`src/rtl/clkdiv_seq_pkg.sv`:
```
package clkdiv_seq_pkg;

    localparam int NUM_RATIOS = 5;
    localparam int IDX_W      = 3;
    localparam int CODE_W     = 3;

    typedef enum logic [3:0] {
        ST_IDLE,
        ST_LEG,
        ST_CLR_SREF,
        ST_LD_REFR,
        ST_DRAIN,
        ST_WR_DIV,
        ST_LOCK,
        ST_SET_SREF,
        ST_LEG_END,
        ST_FINISH
    } seq_state_e;

    typedef enum logic [1:0] {
        LEG_UP_1_2,
        LEG_DN_2_1,
        LEG_UP,
        LEG_DN
    } leg_kind_e;

    // divider code for each ratio index
    function automatic logic [CODE_W-1:0] code_of(input logic [IDX_W-1:0] idx);
        case (idx)
            3'd0:    return 3'b000;
            3'd1:    return 3'b001;
            3'd2:    return 3'b011;
            3'd3:    return 3'b010;
            default: return 3'b100;
        endcase
    endfunction

    function automatic logic [3:0] ratio_of(input logic [IDX_W-1:0] idx);
        case (idx)
            3'd0:    return 4'd1;
            3'd1:    return 4'd2;
            3'd2:    return 4'd4;
            3'd3:    return 4'd6;
            default: return 4'd8;
        endcase
    endfunction

    // refresh interval in counts of 64 core clocks for a 7.8 us period
    function automatic longint unsigned refresh_count(input longint unsigned hz,
                                                      input logic [3:0] ratio);
        longint unsigned den;
        den = 64'd64 * longint'(ratio) * 64'd1000000000;
        return (hz * 64'd7800) / den;
    endfunction

endpackage

```
`src/rtl/clkdiv_codec.sv`:
```
module clkdiv_codec
    import clkdiv_seq_pkg::*;
(
    input  logic [CODE_W-1:0] code_i,
    output logic [IDX_W-1:0]  idx_o,
    output logic              valid_o
);
    logic [NUM_RATIOS-1:0] hit;

    for (genvar g = 0; g < NUM_RATIOS; g++) begin : g_hit
        assign hit[g] = (code_i == code_of(IDX_W'(g)));
    end

    always_comb begin
        idx_o = '0;
        for (int i = 0; i < NUM_RATIOS; i++) begin
            if (hit[i]) idx_o = IDX_W'(i);
        end
    end

    assign valid_o = |hit;

endmodule

```
`src/rtl/clkdiv_wait_timer.sv`:
```
module clkdiv_wait_timer #(
    parameter int W = 8
) (
    input  logic         clk,
    input  logic         rst_n,
    input  logic         load_i,
    input  logic [W-1:0] load_val_i,
    output logic         zero_o
);
    logic [W-1:0] cnt_q;

    always_ff @(posedge clk or negedge rst_n) begin
        if (!rst_n)           cnt_q <= '0;
        else if (load_i)      cnt_q <= load_val_i;
        else if (cnt_q != '0) cnt_q <= cnt_q - 1'b1;
    end

    assign zero_o = (cnt_q == '0);

endmodule

```
`src/rtl/clkdiv_seq.sv`:
```
module clkdiv_seq
    import clkdiv_seq_pkg::*;
#(
    parameter longint unsigned CLK_HZ   = 500_000_000,
    parameter int              LOCK_CYC = 16,
    parameter int              REFR_W   = 7
) (
    input  logic                 clk,
    input  logic                 rst_n,
    input  logic                 start_i,
    input  logic [2:0]           tgt_idx_i,
    input  logic [2:0]           div_code_i,
    output logic                 busy_o,
    output logic                 done_o,
    output logic                 err_o,
    output logic                 div_we_o,
    output logic [2:0]           div_wdata_o,
    output logic                 sref_en_o,
    output logic                 refr_we_o,
    output logic [REFR_W-1:0]    refr_cnt_o
);
    localparam int TAB_N     = 1 << IDX_W;
    localparam int DRAIN_MAX = 64 * 2 * ((1 << REFR_W) - 1) * 8;
    localparam int DRAIN_W   = $clog2(DRAIN_MAX + 1);
    localparam int LOCK_W    = $clog2(LOCK_CYC + 1);
    localparam int TMR_W     = (DRAIN_W > LOCK_W) ? DRAIN_W : LOCK_W;
    localparam int SINCE_W   = $clog2(LOCK_CYC + 2) + 1;

    seq_state_e            state_q, state_d;
    leg_kind_e             kind_q, kind_nx;
    logic [IDX_W-1:0]      cur_q, fin_q, leg_from_q, leg_tgt_q, hop_tgt;
    logic                  err_q, sref_q;
    logic [REFR_W-1:0]     refr_q;
    logic [REFR_W-1:0]     rc_tab [TAB_N];
    logic [IDX_W-1:0]      cur_dec;
    logic                  cur_ok, tgt_ok;
    logic [TMR_W-1:0]      drain_n, tmr_val;
    logic                  tmr_load, tmr_zero, need_drain;
    seq_state_e            after_refr;

    // refresh count per ratio index, folded at elaboration
    for (genvar g = 0; g < TAB_N; g++) begin : g_rc
        localparam longint unsigned RC = refresh_count(CLK_HZ, ratio_of(IDX_W'(g)));
        assign rc_tab[g] = REFR_W'(RC);
    end

    clkdiv_codec u_codec (
        .code_i  (div_code_i),
        .idx_o   (cur_dec),
        .valid_o (cur_ok)
    );

    assign tgt_ok = (tgt_idx_i < IDX_W'(NUM_RATIOS));

    // leg planning: hop through ratio 2 between /1 and anything above /2
    always_comb begin
        if ((cur_q == 3'd0 && fin_q > 3'd1) || (cur_q > 3'd1 && fin_q == 3'd0))
            hop_tgt = 3'd1;
        else
            hop_tgt = fin_q;
        if (cur_q == 3'd0 && hop_tgt == 3'd1)      kind_nx = LEG_UP_1_2;
        else if (cur_q == 3'd1 && hop_tgt == 3'd0) kind_nx = LEG_DN_2_1;
        else if (hop_tgt > cur_q)                  kind_nx = LEG_UP;
        else                                       kind_nx = LEG_DN;
    end

    // stall length after a slowing refresh load
    assign drain_n = (TMR_W'({1'b0, refr_q} + {1'b0, rc_tab[leg_tgt_q]}) *
                      TMR_W'(ratio_of(leg_from_q))) << 6;
    assign need_drain = (kind_q == LEG_UP_1_2 || kind_q == LEG_DN) && !sref_q &&
                        (drain_n != '0);
    assign after_refr = (kind_q == LEG_UP_1_2 || kind_q == LEG_UP) ? ST_WR_DIV : ST_LEG_END;

    assign tmr_load = (state_q == ST_WR_DIV) || (state_q == ST_LD_REFR && need_drain);
    assign tmr_val  = (state_q == ST_WR_DIV) ? TMR_W'(LOCK_CYC - 1) : drain_n - 1'b1;

    clkdiv_wait_timer #(.W(TMR_W)) u_timer (
        .clk        (clk),
        .rst_n      (rst_n),
        .load_i     (tmr_load),
        .load_val_i (tmr_val),
        .zero_o     (tmr_zero)
    );

    always_comb begin
        state_d = state_q;
        unique case (state_q)
            ST_IDLE: begin
                if (start_i) begin
                    if (!tgt_ok || !cur_ok)     state_d = ST_FINISH;
                    else if (tgt_idx_i == cur_dec) state_d = ST_FINISH;
                    else                        state_d = ST_LEG;
                end
            end
            ST_LEG: begin
                unique case (kind_nx)
                    LEG_DN_2_1: state_d = ST_CLR_SREF;
                    LEG_DN:     state_d = ST_WR_DIV;
                    default:    state_d = ST_LD_REFR;
                endcase
            end
            ST_CLR_SREF: state_d = ST_WR_DIV;
            ST_WR_DIV:   state_d = ST_LOCK;
            ST_LOCK: begin
                if (tmr_zero) begin
                    unique case (kind_q)
                        LEG_UP_1_2: state_d = ST_SET_SREF;
                        LEG_UP:     state_d = ST_LEG_END;
                        default:    state_d = ST_LD_REFR;
                    endcase
                end
            end
            ST_LD_REFR:  state_d = need_drain ? ST_DRAIN : after_refr;
            ST_DRAIN:    if (tmr_zero) state_d = after_refr;
            ST_SET_SREF: state_d = ST_LEG_END;
            ST_LEG_END:  state_d = (cur_q == fin_q) ? ST_FINISH : ST_LEG;
            ST_FINISH:   state_d = ST_IDLE;
            default:     state_d = ST_IDLE;
        endcase
    end

    always_ff @(posedge clk or negedge rst_n) begin
        if (!rst_n) state_q <= ST_IDLE;
        else        state_q <= state_d;
    end

    always_ff @(posedge clk or negedge rst_n) begin
        if (!rst_n) begin
            cur_q      <= '0;
            fin_q      <= '0;
            leg_from_q <= '0;
            leg_tgt_q  <= '0;
            kind_q     <= LEG_UP;
            err_q      <= 1'b0;
            sref_q     <= 1'b0;
            refr_q     <= rc_tab[0];
        end else begin
            unique case (state_q)
                ST_IDLE: begin
                    if (start_i) begin
                        err_q <= !tgt_ok || !cur_ok;
                        cur_q <= cur_dec;
                        fin_q <= tgt_idx_i;
                    end
                end
                ST_LEG: begin
                    leg_from_q <= cur_q;
                    leg_tgt_q  <= hop_tgt;
                    kind_q     <= kind_nx;
                end
                ST_CLR_SREF: sref_q <= 1'b0;
                ST_SET_SREF: sref_q <= 1'b1;
                ST_WR_DIV:   cur_q  <= leg_tgt_q;
                ST_LD_REFR:  refr_q <= rc_tab[leg_tgt_q];
                default: ;
            endcase
        end
    end

    assign busy_o      = (state_q != ST_IDLE);
    assign done_o      = (state_q == ST_FINISH);
    assign err_o       = done_o && err_q;
    assign div_we_o    = (state_q == ST_WR_DIV);
    assign div_wdata_o = code_of(leg_tgt_q);
    assign refr_we_o   = (state_q == ST_LD_REFR);
    assign sref_en_o   = sref_q;
    assign refr_cnt_o  = refr_q;

    // cycles since the last divider write, saturating
    logic [SINCE_W-1:0] since_div;
    always_ff @(posedge clk or negedge rst_n) begin
        if (!rst_n)                                  since_div <= SINCE_W'(LOCK_CYC + 1);
        else if (div_we_o)                           since_div <= '0;
        else if (since_div != SINCE_W'(LOCK_CYC + 1)) since_div <= since_div + 1'b1;
    end

    a_r1_legal_code: assert property (@(posedge clk) disable iff (!rst_n)
        div_we_o |-> (div_wdata_o == 3'b000 || div_wdata_o == 3'b001 ||
                      div_wdata_o == 3'b011 || div_wdata_o == 3'b010 ||
                      div_wdata_o == 3'b100));

    a_r4_sref_off_at_div1: assert property (@(posedge clk) disable iff (!rst_n)
        (div_we_o && div_wdata_o == 3'b000) |-> !sref_en_o);

    a_r9_lock_before_refr: assert property (@(posedge clk) disable iff (!rst_n)
        refr_we_o |-> (since_div >= SINCE_W'(LOCK_CYC)));

    a_r9_lock_before_div: assert property (@(posedge clk) disable iff (!rst_n)
        div_we_o |-> (since_div >= SINCE_W'(LOCK_CYC)));

    a_r9_lock_before_sref: assert property (@(posedge clk) disable iff (!rst_n)
        $rose(sref_en_o) |-> (since_div > SINCE_W'(LOCK_CYC)));

    a_r12_done_pulse: assert property (@(posedge clk) disable iff (!rst_n)
        done_o |=> !done_o);

    a_r12_start_ignored: assert property (@(posedge clk) disable iff (!rst_n)
        (busy_o && !done_o && start_i) |=> (fin_q == $past(fin_q)));

endmodule

```
`config.mk`:
```
export PLATFORM = sky130hd
export DESIGN_NAME = clkdiv_seq
export DESIGN_NICKNAME = d
export VERILOG_FILES = /design/src/rtl/clkdiv_seq_pkg.sv /design/src/rtl/clkdiv_codec.sv /design/src/rtl/clkdiv_wait_timer.sv /design/src/rtl/clkdiv_seq.sv
export SDC_FILE = /design/constraint.sdc
export NUM_CORES = 1
export LEC_CHECK = 0
export CAP_MARGIN = 40
export CORE_MARGIN = 4
export CORE_UTILIZATION = 55
export DETAILED_ROUTE_END_ITERATION = 12
export DONT_BUFFER_PORTS = 1
export PLACE_DENSITY = 0.75
export SYNTH_ARGS = -nofsm -noshare
export SYNTH_HDL_FRONTEND = slang
export SYNTH_HIERARCHICAL = 1
export SYNTH_SLANG_ARGS = --single-unit
```
`constraint.sdc`:
```
create_clock -name clk -period 6.55 [get_ports clk]
set_clock_uncertainty 0.2 [all_clocks]
set_input_delay 1.31 -clock clk [delete_from_list [all_inputs] [get_ports clk]]
set_output_delay 1.31 -clock clk [all_outputs]
set_load 0.02 [all_outputs]
```
==> results.md <==
- CTS Sinks: 43
- Max_slew headroom: 53.9%
- Hold WC Path Type: reg2reg
- Die Ht: 93.1 um
- Slew @ Worst Pin: 0.682 ns
- GRT Total Usage: 19.9%
- Core area: 0.00691 sq mm
- Final wirelength: 8060 um
- Area leader, netlist: dfrtp_1
- DR vias: 3249
- Slowest stage delay, CP: 0.52 ns
- Final setup vio count: 0
- Nets: 515
- RD Place Congestion: 0.884
- Period utilization: 93.1%
- Post-Syn Area per Cell: 8.49 sq um
- Mapped Cells: 469
- Yosys warnings: 6
- Die Width: 93.1 um
- CTS tree: built
- Post-CTS Hold Buffers: 0
- IO Port Bufs: 0
- Global-route wire length before repair: 14300 um
- Cells on worst reg2reg path: 21
- Final-report max-slew violation count: 0
- CP cell instances: or3_1 > ha_1 > a21o_1 > a21oi_1 > o21bai_1 > a21oi_1 > xnor2_1 > nand2_1 > fa_1 > inv_1 > fa_1 > ha_1 > a21o_1 > a31oi_1 > mux2_2 > o22ai_2 > nor4_4 > o41ai_2 > buf_12 > nand4b_1 > nor3b_1
- Top FF cell, synth: dfrtp_1
- Antenna violations before repair: 0
- CP top delay family: compound AO/OA/AOI/OAI gates
- DRC viols: 0
- Die area: 0.00867 sq mm
- Overflow after GRT: 0
- Num CTS Buffers: 5
- Hold Crit Depth: 2
- Root Buffer: clkbuf_8
- Stages on worst setup path: 21
- # fillers: 646
- Post-synth EDFFs: 0
- H-tree depth: 2
- Initial DRC count: 150
- CP max stage cell: dfrtp_1
- WL/cell: 14.4 um
- Drt first pass iters: 4
- Clk pin slew, worst setup/hold paths: 0.09 ns
- Antenna-violating nets left: 0
- Largest net degree at the start of global routing: 44
- Status: complete, no violations
- Sequential fraction of the synthesis area: 27.2%
- Crit path launch type: flop
- Unrepaired setup endpoints after global routing: no
- Fraction of layout cells with a size suffix above 1: 9.03%
- Max_cap viols: 0
- Ant diodes: 0
- I/O pins: 25
- Setup bufs post-CTS: 0
- DP Wirelength: 6240 um
- Top post-synthesis cells by area: dfrtp_1 24%, ha_1 9.7%, nand2_1 5.8%
- Fmax: 164 MHz
- Crit end category: flop
- Fin crit period: 6.10 ns
- Yosys cell types: 65
- Async S/R FF share, synth: 100%
- TNS Setup: 0 ns
- Vias in the first global route: 3272
- Clk_lat worst skew: 0.31 ns
- Rows: 30
- Via density: 5.79
- Post-CTS Resized: 0
- Worst Setup Path Type: reg2reg
- WP buf/inv: 2
- Top cell type's share of synthesized area: 23.9%
- Hold Violations, Final: 0
- Synth Cell Area: 0.00398 sq mm
- Clock Tree Buf Depth: 2
- Layout area overhead: 5.12%
- Starting Density: 57.7%
- Required @ worst endpoint: 6.57 ns
- #FFs+latches synth: 43
- FF-to-FF setup slack: 0.45 ns
- CP arrival: 6.12 ns
- CP max FO: 36
-- cells in the mapped netlist, types with 11 or more instances --
| master | count |
|---|---|
| inv_1 | 28 |
| ha_1 | 31 |
| dfrtp_1 | 38 |
| xor2_1 | 11 |
| nand2_1 | 62 |
| and2_1 | 16 |
| o21ai_0 | 24 |
| fa_1 | 11 |
| o31ai_1 | 15 |
| clkbuf_1 | 14 |
| nor3_1 | 15 |
| a21oi_1 | 20 |
| xnor2_1 | 24 |
| nor2_1 | 36 |
-- flip-flops by register name, summed over array words and instances, names as in the netlist --
name	count
state_q	4
refr_cnt_o	6
leg_from_q	3
fin_q	3
u_timer/cnt_q	17
kind_q	2
sref_en_o	1
cur_q	3
leg_tgt_q	3
err_q	1
-- layout by cell type (no fill, tap or decap), drive strengths merged, types with 4 or more instances in the layout --
master / instances
mux2: 10
ha: 31
inv: 29
xor2: 11
nor3: 16
a21oi: 20
nand2b: 8
fa: 11
o41ai: 5
a31oi: 4
o31ai: 16
nor2b: 9
nor4: 9
buf: 4
clkbuf: 5
o21ai: 24
a21o: 5
or3: 8
and2: 16
xnor2: 24
nand2: 62
conb: 5
dfrtp: 38
nor2: 36
dfstp: 5
-- tightest hold or removal path: cells and delay by family, from the launching register on --
| kind | cells | cell delay (ns) |
|---|---|---|
| DFF | 1 | 0.35 |
| AOI/OAI and AO/OA | 1 | 0.05 |
| and+or+nand+nor | 1 | 0.05 |
-- layout make-up --
cell class / instances / area (sq um) / area share, %
flip-flops and latches: 43 / 1080 / 25.9
well taps: 96 / 120 / 2.87
inverters: 30 / 113 / 2.69
repair buffers: 4 / 42.5 / 1.02
multi-input cells: 380 / 2740 / 65.4
clock buffers: 5 / 68.8 / 1.64
clock inverters: 3 / 23.8 / 0.568
-- logic make-up after synthesis --
family | count (synthesis) | synth area share, %
simple gates | 184 | 23.9
mux | 13 | 3.58
flops | 43 | 27.2
other cells | 2 | 0.189
xor+xnor | 35 | 7.70
buf+inv | 49 | 4.81
compound gates | 101 | 17.4
fa+ha+maj | 42 | 15.3
-- metal layers --
metal / track usage [%] / up-vias / share of wire (%)
met4: 5.62 / 0 / 1.6
met2: 34.7 / 76 / 48
li1: - / 1621 / -
met5: 0 / - / 0
met1: 24.6 / 1537 / 45
met3: 4.59 / 15 / 5.4
-- path summary, 6_finish.rpt --
check,from,endpoint
worst max register to register,leg_tgt_q[2],u_timer/cnt_q[13]
worst min register to register,kind_q[0],kind_q[0]
min in group asynchronous,rst_n,u_timer/cnt_q[10]
worst min-delay path,kind_q[0],kind_q[0]
max in group asynchronous,rst_n,refr_cnt_o[5]
worst max-delay path,leg_tgt_q[2],u_timer/cnt_q[13]
-- per-stage QoR --
| stage | std cells | hold WS (ns) | setup slack, ns | util, % | instance area (sq um) |
|---|---|---|---|---|---|
| 2_1_floorplan | 472 | 0.249 | 0.815 | - | 3990 |
| 3_3_place_gp | 553 | 0.270 | 0.666 | 59.1 | 4090 |
| 3_5_place_dp | 553 | 0.268 | 0.434 | 59.1 | 4090 |
| 4_1_cts | 561 | 0.290 | 0.400 | 60.5 | 4180 |
| 5_1_grt | 561 | 0.325 | 0.0537 | 60.6 | 4190 |
| 6_report | 561 | 0.285 | 0.453 | 60.6 | 4190 |
Power is left out: the tool's default activity adds up to more than one toggle a clock period on the data nets, which glitch-free logic cannot reach.
